==> src/rtl/chg_irq_pkg.sv <==
// Package: shared widths, event bit positions and register offsets for the
// change-event interrupt bank. Bit positions are decoded by software and so
// are fixed; the offsets are relative to the bank base address.
package chg_irq_pkg;
    localparam int NUM_EVT = 6;            // event sources / status bits
    localparam int NUM_LVL = NUM_EVT - 1;  // single-bit level sources
    localparam int AD_W    = 3;            // autodetect code width
    localparam int REG_W   = 8;            // register data width
    localparam int ADDR_W  = 8;            // register address width

    localparam int EVT_FRAME = 0;
    localparam int EVT_VLOCK = 1;
    localparam int EVT_HLOCK = 2;
    localparam int EVT_AD    = 3;
    localparam int EVT_SECAM = 4;
    localparam int EVT_PALSW = 5;

    localparam int OFS_STAT = 0;
    localparam int OFS_CLR  = 1;
    localparam int OFS_MASK = 2;
endpackage

==> src/rtl/chg_detect.sv <==
// Module: chg_detect
// Flags a change on a W-bit source by comparing it with a copy registered on
// the previous clock. Assumes the source is synchronous to clk. The copy loads
// the source on every edge, including reset edges, so leaving reset never
// produces a false change.
module chg_detect #(
    parameter int W = 1
) (
    input  logic         clk,
    input  logic [W-1:0] sig_in,
    output logic         changed
);
    logic [W-1:0] prev_q;

    // Keep last cycle's value of the source.
    always_ff @(posedge clk) begin
        prev_q <= sig_in;
    end

    // Any differing bit is a change.
    always_comb begin
        changed = (sig_in != prev_q);
    end
endmodule

==> src/rtl/sticky_status.sv <==
// Module: sticky_status
// N sticky status bits. A set request wins over a clear request for the same
// bit in the same cycle, so no event is lost. Synchronous active-low reset.
module sticky_status #(
    parameter int N = 6
) (
    input  logic         clk,
    input  logic         rst_n,
    input  logic [N-1:0] set_vec,
    input  logic [N-1:0] clr_vec,
    output logic [N-1:0] status_q
);
    // Clear first, then OR in new events.
    always_ff @(posedge clk) begin
        if (!rst_n) begin
            status_q <= '0;
        end else begin
            status_q <= (status_q & ~clr_vec) | set_vec;
        end
    end
endmodule

==> src/rtl/bank_regs.sv <==
// Module: bank_regs
// Register-bus decode for the bank: holds the mask register, produces the
// one-cycle clear vector, and muxes read data. Reserved bits and the
// write-only clear register read as 0. Assumes a one-cycle write strobe.
module bank_regs
    import chg_irq_pkg::*;
#(
    parameter logic [ADDR_W-1:0] BASE_ADDR = 8'h4A
) (
    input  logic               clk,
    input  logic               rst_n,
    input  logic [ADDR_W-1:0]  bus_addr,
    input  logic               bus_wen,
    input  logic [REG_W-1:0]   bus_wdata,
    input  logic [NUM_EVT-1:0] status_q,
    output logic [NUM_EVT-1:0] clr_vec,
    output logic [NUM_EVT-1:0] mask_q,
    output logic [REG_W-1:0]   bus_rdata
);
    localparam logic [ADDR_W-1:0] ADDR_STAT = BASE_ADDR + ADDR_W'(OFS_STAT);
    localparam logic [ADDR_W-1:0] ADDR_CLR  = BASE_ADDR + ADDR_W'(OFS_CLR);
    localparam logic [ADDR_W-1:0] ADDR_MASK = BASE_ADDR + ADDR_W'(OFS_MASK);
    localparam int               RSV_W     = REG_W - NUM_EVT;

    logic sel_clr;
    logic sel_mask;
    logic unused_rsvd;

    // Address decode for the write side.
    always_comb begin
        sel_clr  = bus_wen && (bus_addr == ADDR_CLR);
        sel_mask = bus_wen && (bus_addr == ADDR_MASK);
        clr_vec  = sel_clr ? bus_wdata[NUM_EVT-1:0] : '0;
    end

    // Reserved write-data bits have no function.
    assign unused_rsvd = ^bus_wdata[REG_W-1:NUM_EVT];

    // Mask register: 1 enables a source.
    always_ff @(posedge clk) begin
        if (!rst_n) begin
            mask_q <= '0;
        end else if (sel_mask) begin
            mask_q <= bus_wdata[NUM_EVT-1:0];
        end
    end

    // Read data mux; anything not readable returns 0.
    always_comb begin
        if (bus_addr == ADDR_STAT) begin
            bus_rdata = {{RSV_W{1'b0}}, status_q};
        end else if (bus_addr == ADDR_MASK) begin
            bus_rdata = {{RSV_W{1'b0}}, mask_q};
        end else begin
            bus_rdata = '0;
        end
    end
endmodule

==> src/rtl/chg_irq_bank.sv <==
// Module: chg_irq_bank (top)
// Watches six decoder status sources, latches any change into sticky status
// bits, exposes status/clear/mask registers on a simple register bus and
// drives one interrupt request from the unmasked status bits.
// Assumes all sources are synchronous to clk.
module chg_irq_bank
    import chg_irq_pkg::*;
#(
    parameter logic [ADDR_W-1:0] BASE_ADDR = 8'h4A
) (
    input  logic              clk,
    input  logic              rst_n,
    input  logic              frame_rate_in,
    input  logic              vlock_in,
    input  logic              hlock_in,
    input  logic [AD_W-1:0]   ad_result_in,
    input  logic              secam_lock_in,
    input  logic              palsw_lock_in,
    input  logic [ADDR_W-1:0] bus_addr,
    input  logic              bus_wen,
    input  logic [REG_W-1:0]  bus_wdata,
    output logic [REG_W-1:0]  bus_rdata,
    output logic              irq
);
    logic [NUM_LVL-1:0] lvl_vec;
    logic [NUM_LVL-1:0] lvl_chg;
    logic               ad_chg;
    logic [NUM_EVT-1:0] evt_vec;
    logic [NUM_EVT-1:0] clr_vec;
    logic [NUM_EVT-1:0] status_q;
    logic [NUM_EVT-1:0] mask_q;

    // Gather the single-bit sources (status order, autodetect excluded).
    assign lvl_vec = {palsw_lock_in, secam_lock_in, hlock_in, vlock_in, frame_rate_in};

    // One change detector per single-bit source.
    for (genvar g = 0; g < NUM_LVL; g++) begin : g_lvl
        chg_detect #(.W(1)) u_det (
            .clk     (clk),
            .sig_in  (lvl_vec[g]),
            .changed (lvl_chg[g])
        );
    end

    // Multi-bit detector for the autodetect code.
    chg_detect #(.W(AD_W)) u_ad_det (
        .clk     (clk),
        .sig_in  (ad_result_in),
        .changed (ad_chg)
    );

    // Place events at their status bit positions.
    always_comb begin
        evt_vec            = '0;
        evt_vec[EVT_FRAME] = lvl_chg[0];
        evt_vec[EVT_VLOCK] = lvl_chg[1];
        evt_vec[EVT_HLOCK] = lvl_chg[2];
        evt_vec[EVT_AD]    = ad_chg;
        evt_vec[EVT_SECAM] = lvl_chg[3];
        evt_vec[EVT_PALSW] = lvl_chg[4];
    end

    sticky_status #(.N(NUM_EVT)) u_status (
        .clk      (clk),
        .rst_n    (rst_n),
        .set_vec  (evt_vec),
        .clr_vec  (clr_vec),
        .status_q (status_q)
    );

    bank_regs #(.BASE_ADDR(BASE_ADDR)) u_regs (
        .clk       (clk),
        .rst_n     (rst_n),
        .bus_addr  (bus_addr),
        .bus_wen   (bus_wen),
        .bus_wdata (bus_wdata),
        .status_q  (status_q),
        .clr_vec   (clr_vec),
        .mask_q    (mask_q),
        .bus_rdata (bus_rdata)
    );

    // Interrupt request from the enabled status bits.
    assign irq = |(status_q & mask_q);
endmodule

==> config.mk <==
export PLATFORM = sky130hd
export DESIGN_NAME = chg_irq_bank
export DESIGN_NICKNAME = d
export VERILOG_FILES = /design/src/rtl/chg_irq_pkg.sv /design/src/rtl/chg_detect.sv /design/src/rtl/sticky_status.sv /design/src/rtl/bank_regs.sv /design/src/rtl/chg_irq_bank.sv
export SDC_FILE = /design/constraint.sdc
export NUM_CORES = 1
export LEC_CHECK = 0
export BUFFER_PORTS_ARGS = -buffer_cell sky130_fd_sc_hd__buf_2
export CAP_MARGIN = 20
export CORE_MARGIN = 2
export CORE_UTILIZATION = 32
export CTS_CLUSTER_DIAMETER = 200
export DETAILED_ROUTE_END_ITERATION = 7
export SYNTH_ARGS = -nofsm -noshare
export SYNTH_HDL_FRONTEND = slang
export SYNTH_SLANG_ARGS = --single-unit
==> constraint.sdc <==
create_clock -name clk -period 1.3 [get_ports clk]
set_input_delay 0.13 -clock clk [delete_from_list [all_inputs] [get_ports clk]]
set_output_delay 0.13 -clock clk [all_outputs]
set_load 0.005 [all_outputs]
# Word-level counts from Yosys, hierarchy flattened
# Index checks and enable logic that the tools add are counted.
# classes
reduce_logical,3
multipliers,0
div_mod_pow,0
add_sub_neg,0
n_eq_ne,9
n_shift,0
magnitude_cmp,0
n_mux,3
n_bitwise,4
# op_table
op,count
$eq 8x7->1 const B,3
$and 6x6->6,2
$mux 6,2
$mux 8,1
$not 6->6,1
$or 6x6->6,1
$reduce_or 6->1,1
$ne 1x1->1,5
$ne 3x3->1,1
$logic_and 1x1->1,2
# totals
ff_bits,20
out_inout_bits,9
latch_bits,0
elab_cells,27
n_memories,0
romBits,0
input_bits,27
ram_bits,0

# Depth between registers and ports, before layout
# logic_depth
word_depth,6
ltp_mapped,4
mapped_depth_nobuf,3

# Cells and area by module
# Synthesis repeated with hierarchy kept, for this count alone.
# hier_totals
cells_unflattened,97
hier_area_um2,954.7
# by_module_without_submodules
module,n_inst,seq_area_each_um2,area_each_um2,cells_per_inst
bank_regs,1,120.1,444.2,58
sticky_status,1,120.1,247.7,18
chg_detect at g_lvl[0].u_det ...,5,20.0,28.8,2
chg_detect at u_ad_det,1,60.1,91.3,7
chg_irq_bank,1,0.0,27.5,4

# Worst setup path after synthesis
# No wires, ideal clock.
# synth_path
path_type,input -> output
from,in bus_addr[4]
to,out bus_rdata[0]
required_time_ns,1.170
path_buffers,1
arrival_ns,1.035
setup_slack_ns,0.135
stages,4
cell_sequence,nand4bb_4 or3_2 buf_2 nor2_1
# synth_via
elab_chain_len,3
word_cells_on_any_way,4
classes_between,eq/ne: 2; mux: 2
# synth_lines
element,line,source
from (decl),chg_irq_bank.sv:19,"input logic [ADDR_W-1:0] bus_addr,"
$eq 8x7->1,bank_regs.sv:52,end else if (bus_addr == ADDR_MASK) begin
$mux 6,bank_regs.sv:52,
$mux 8 *,bank_regs.sv:50,if (bus_addr == ADDR_STAT) begin
to (decl),chg_irq_bank.sv:22,"output logic [REG_W-1:0] bus_rdata,"
# Mark *: on every way between the ends. The rest lies on a longest branch, timed or not.

# Worst setup path after layout
# layout_path
from,in bus_addr[4]
to,out bus_rdata[3]
# The elaborated chain is that of the path after synthesis.

==> flow_summary.toml <==
[pwr]
p_comb_share_pct = 14.1
leakage_nw = 0.506
peakVddDrop_mv = 0.671
pwr-share-seq_pct = 60.1
netSwitchingFraction_pct = 24.1
power_density_nw_per_um2 = 910
p_int_w = 0.000836
p_clk_share_pct = 25.7
switchingPower_w = 0.000265

[clock_tree]
clk_path_buf_depth = 2
cts_tree = "yes"
cts_setup_buffers = 0
clk_latency_ns = 0.30
clkSinkCount = 20
clockRootBuffer = "clkbuf_4"
cts_buffers = 3
clk_pin_slew_ns = 0.10
cts_htree_levels = 1

[yosys]
yosysWarnings = 0
syn_area_um2 = 896
avgSynthCellArea_um2 = 9.53
synth_seq_cells = 20
ys_seq_area_share_pct = 44.7
synth_cells = 94
synth.distinct_cells = 22

[global_route]
antenna_found_initial = 0
grt_use_total_pct = 12.5
first_global_vias = 742
gr-total-overflow = 0
grt_pass1_wl_mm = 3.13
grt_max_degree = 19

[setup_path]
worst_path_most_repeated_cell = "buf_2"
cpPeakStageDelay_ns = 0.39
endpoint_kind = "output port"
crit_start = "bus_addr[4]"
ff2ff_setup_slack_ns = 0.28
crit_fanout = 6
crit_chain = "buf_2, nand4bb_4, or3_4, nor2_1, buf_2"
crit_required_ns = 1.17
ff2ff_path_depth = 3
crit_type = "primary input to output port"
r2r-start = "u_ad_det.prev_q[0]$_DFF_P_"
start_kind = "primary input"
crit_slowest_cell = "or3_4"
r2r-end = "u_status.status_q[3]$_SDFF_PN0_"
arrival_ns = 1.11

[cells_and_area]
utilization_pct = 44.6
area_delta_synth_final_pct = 35.1
n_antenna_cell = 0
n_fill_cell = 273
layout-drive-gt1-share_pct = 30.7
final_area_um2 = 1210
nNetsFinal = 166

[timing]
hold_slack_ns = 0.0792
final-hold-violation-count = 0
rsz0062_at_grt = "no"
min_period_over_period_pct = 95.1
maxSlewViolCount = 0
setup_slack_ns = 0.0632
clock-skew-final_ns = 0.000636
finalSetupViolCount = 0
post-route-min-period_ns = 1.24
totalNegativeSetupSlack_ns = 0
fmax_mhz = 809

[floorplan]
die_area_um2 = 3240
start_util_pct = 33.1
rows = 19
core_um2 = 2710
io_pins = 36
die_h_um = 56.9
die_x_um = 56.9

[routing]
first_iter_violations = 8
post_drt_wl_per_cell_um = 11.5
vias = 819
drtPass1Iterations = 4
drc_errors = 0
antenna_left = 0
viasPerCell = 4.88
totalWireLength_mm = 1.93

[worst_hold_path]
min_from = "bus_wdata[2]"
hold_end = "u_regs.mask_q[2]$_SDFFE_PN0P_"
min_path_type = "primary input to register"
hold_depth = 3

[placement]
portBuffers = 31
placed_cell_area_um2 = 1100
dp_hpwl_mm = 1.42
routabilityCongestion = 0.729
place_worst_setup_slack_ns = -0.0646

[run_status]
status = "complete, no violations"

[job]
drv_cap = 0
-- cell type report --
type	instances	area (um2)	share of cell area, %
clock buffers	3	22.5	1.86
multi-input cells	70	475	39.3
well taps	31	38.8	3.21
flip-flops and latches	20	400	33.1
repair buffers	44	273	22.5
-- critical path, delay by kind of cell --
kind	cells	cell delay [ns]
buffers and inverters	2	0.23
and+or+nand+nor	3	0.75
-- cell usage in the layout, fill, tap and decap left out, drive strengths merged --
cell / netlist / layout
or3: 1 / 1
o41ai: 1 / 1
nand2: 12 / 12
nand4bb: 1 / 1
mux2i: 6 / 6
nor2: 6 / 6
nand3: 1 / 1
a21oi: 6 / 6
a22oi: 9 / 9
dfxtp: 20 / 20
xor2: 8 / 8
dlygate4sd3: 0 / 8
buf: 3 / 36
nand4b: 1 / 1
nand3b: 1 / 1
clkbuf: 2 / 3
conb: 1 / 2
nor2b: 7 / 7
nor3: 1 / 1
nor4b: 1 / 1
o21ai: 5 / 5
nor4: 1 / 1
-- power by group through the flow --
| stage | Sequential, W | Clock (W) | Combinational [W] |
|---|---|---|---|
| 2_1_floorplan | 0.000671 | 0 | 0.0000779 |
| 3_3_place_gp | 0.000675 | 0 | 0.000132 |
| 3_5_place_dp | 0.000676 | 0 | 0.000138 |
| 4_1_cts | 0.000662 | 0.000299 | 0.000157 |
| 5_1_grt | 0.000666 | 0.000324 | 0.000175 |
| 6_report | 0.000663 | 0.000283 | 0.000156 |
-- metal layers --
| layer | wire [um] | global-route usage (%) | share of wire, % |
|---|---|---|---|
| met5 | 0 | 0 | 0 |
| met4 | 49 | 6.98 | 2.5 |
| met3 | 177 | 4.15 | 9.2 |
| met2 | 842 | 19.7 | 44 |
| met1 | 855 | 15.0 | 44 |
-- through the flow --
step                cells  total power (W)
floorplan              95         0.000749
global placement      157         0.000808
detailed placement    157         0.000814
CTS                   168          0.00112
global route          168          0.00116
finish                168          0.00110
-- worst max-delay path by stage --
stage	end	slack [ns]	cells after the start
after detailed placement	bus_rdata[3]	-0.06	5
final	bus_rdata[3]	0.06	5
after floorplan	bus_rdata[0]	0.14	4
after CTS	bus_rdata[3]	0.07	5
after global placement	bus_rdata[0]	-0.04	5
after global routing	bus_rdata[3]	0.001	5
-- cells in the mapped netlist (all sizes together) --
cell type | n | area, um2
nor2 | 6 | 22.5
nand4b | 1 | 8.76
a22oi | 9 | 67.6
nand2 | 12 | 45.0
dfxtp | 20 | 400
buf | 3 | 20.0
or3 | 1 | 7.51
nor3 | 1 | 5.00
conb | 1 | 3.75
nand3b | 1 | 7.51
mux2i | 6 | 60.1
nor4 | 1 | 21.3
nor4b | 1 | 8.76
o41ai | 1 | 8.76
xor2 | 8 | 70.1
nor2b | 7 | 43.8
o21ai | 5 | 25.0
clkbuf | 2 | 7.51
nand3 | 1 | 5.00
nand4bb | 1 | 27.5
a21oi | 6 | 30.0
-- cell families after synthesis --
kind of cell / count (synthesis) / share of synthesized area [%]
buffers and inverters: 5 / 3.07
muxes: 6 / 6.70
AOI/OAI and AO/OA: 21 / 14.7
xor gates and xnor gates: 8 / 7.82
DFF: 20 / 44.7
and+or+nand+nor: 33 / 22.6
other: 1 / 0.419
-- flip-flops by register name, indices dropped and copies added (netlist names) --
| register | cells |
|---|---|
| u_ad_det.prev_q | 3 |
| u_regs.mask_q | 6 |
| u_status.status_q | 6 |
| g_lvl.u_det.prev_q | 5 |
-- timing repair --
| item | CTS | global route |
|---|---|---|
| endpoints found under the setup margin | 6 | 0 |
| resized for setup | 1 | 0 |
| hold buffers | 8 | 0 |
| endpoints found under the hold margin | 8 | 0 |
Note: power is estimated with default switching activity, not from simulation.
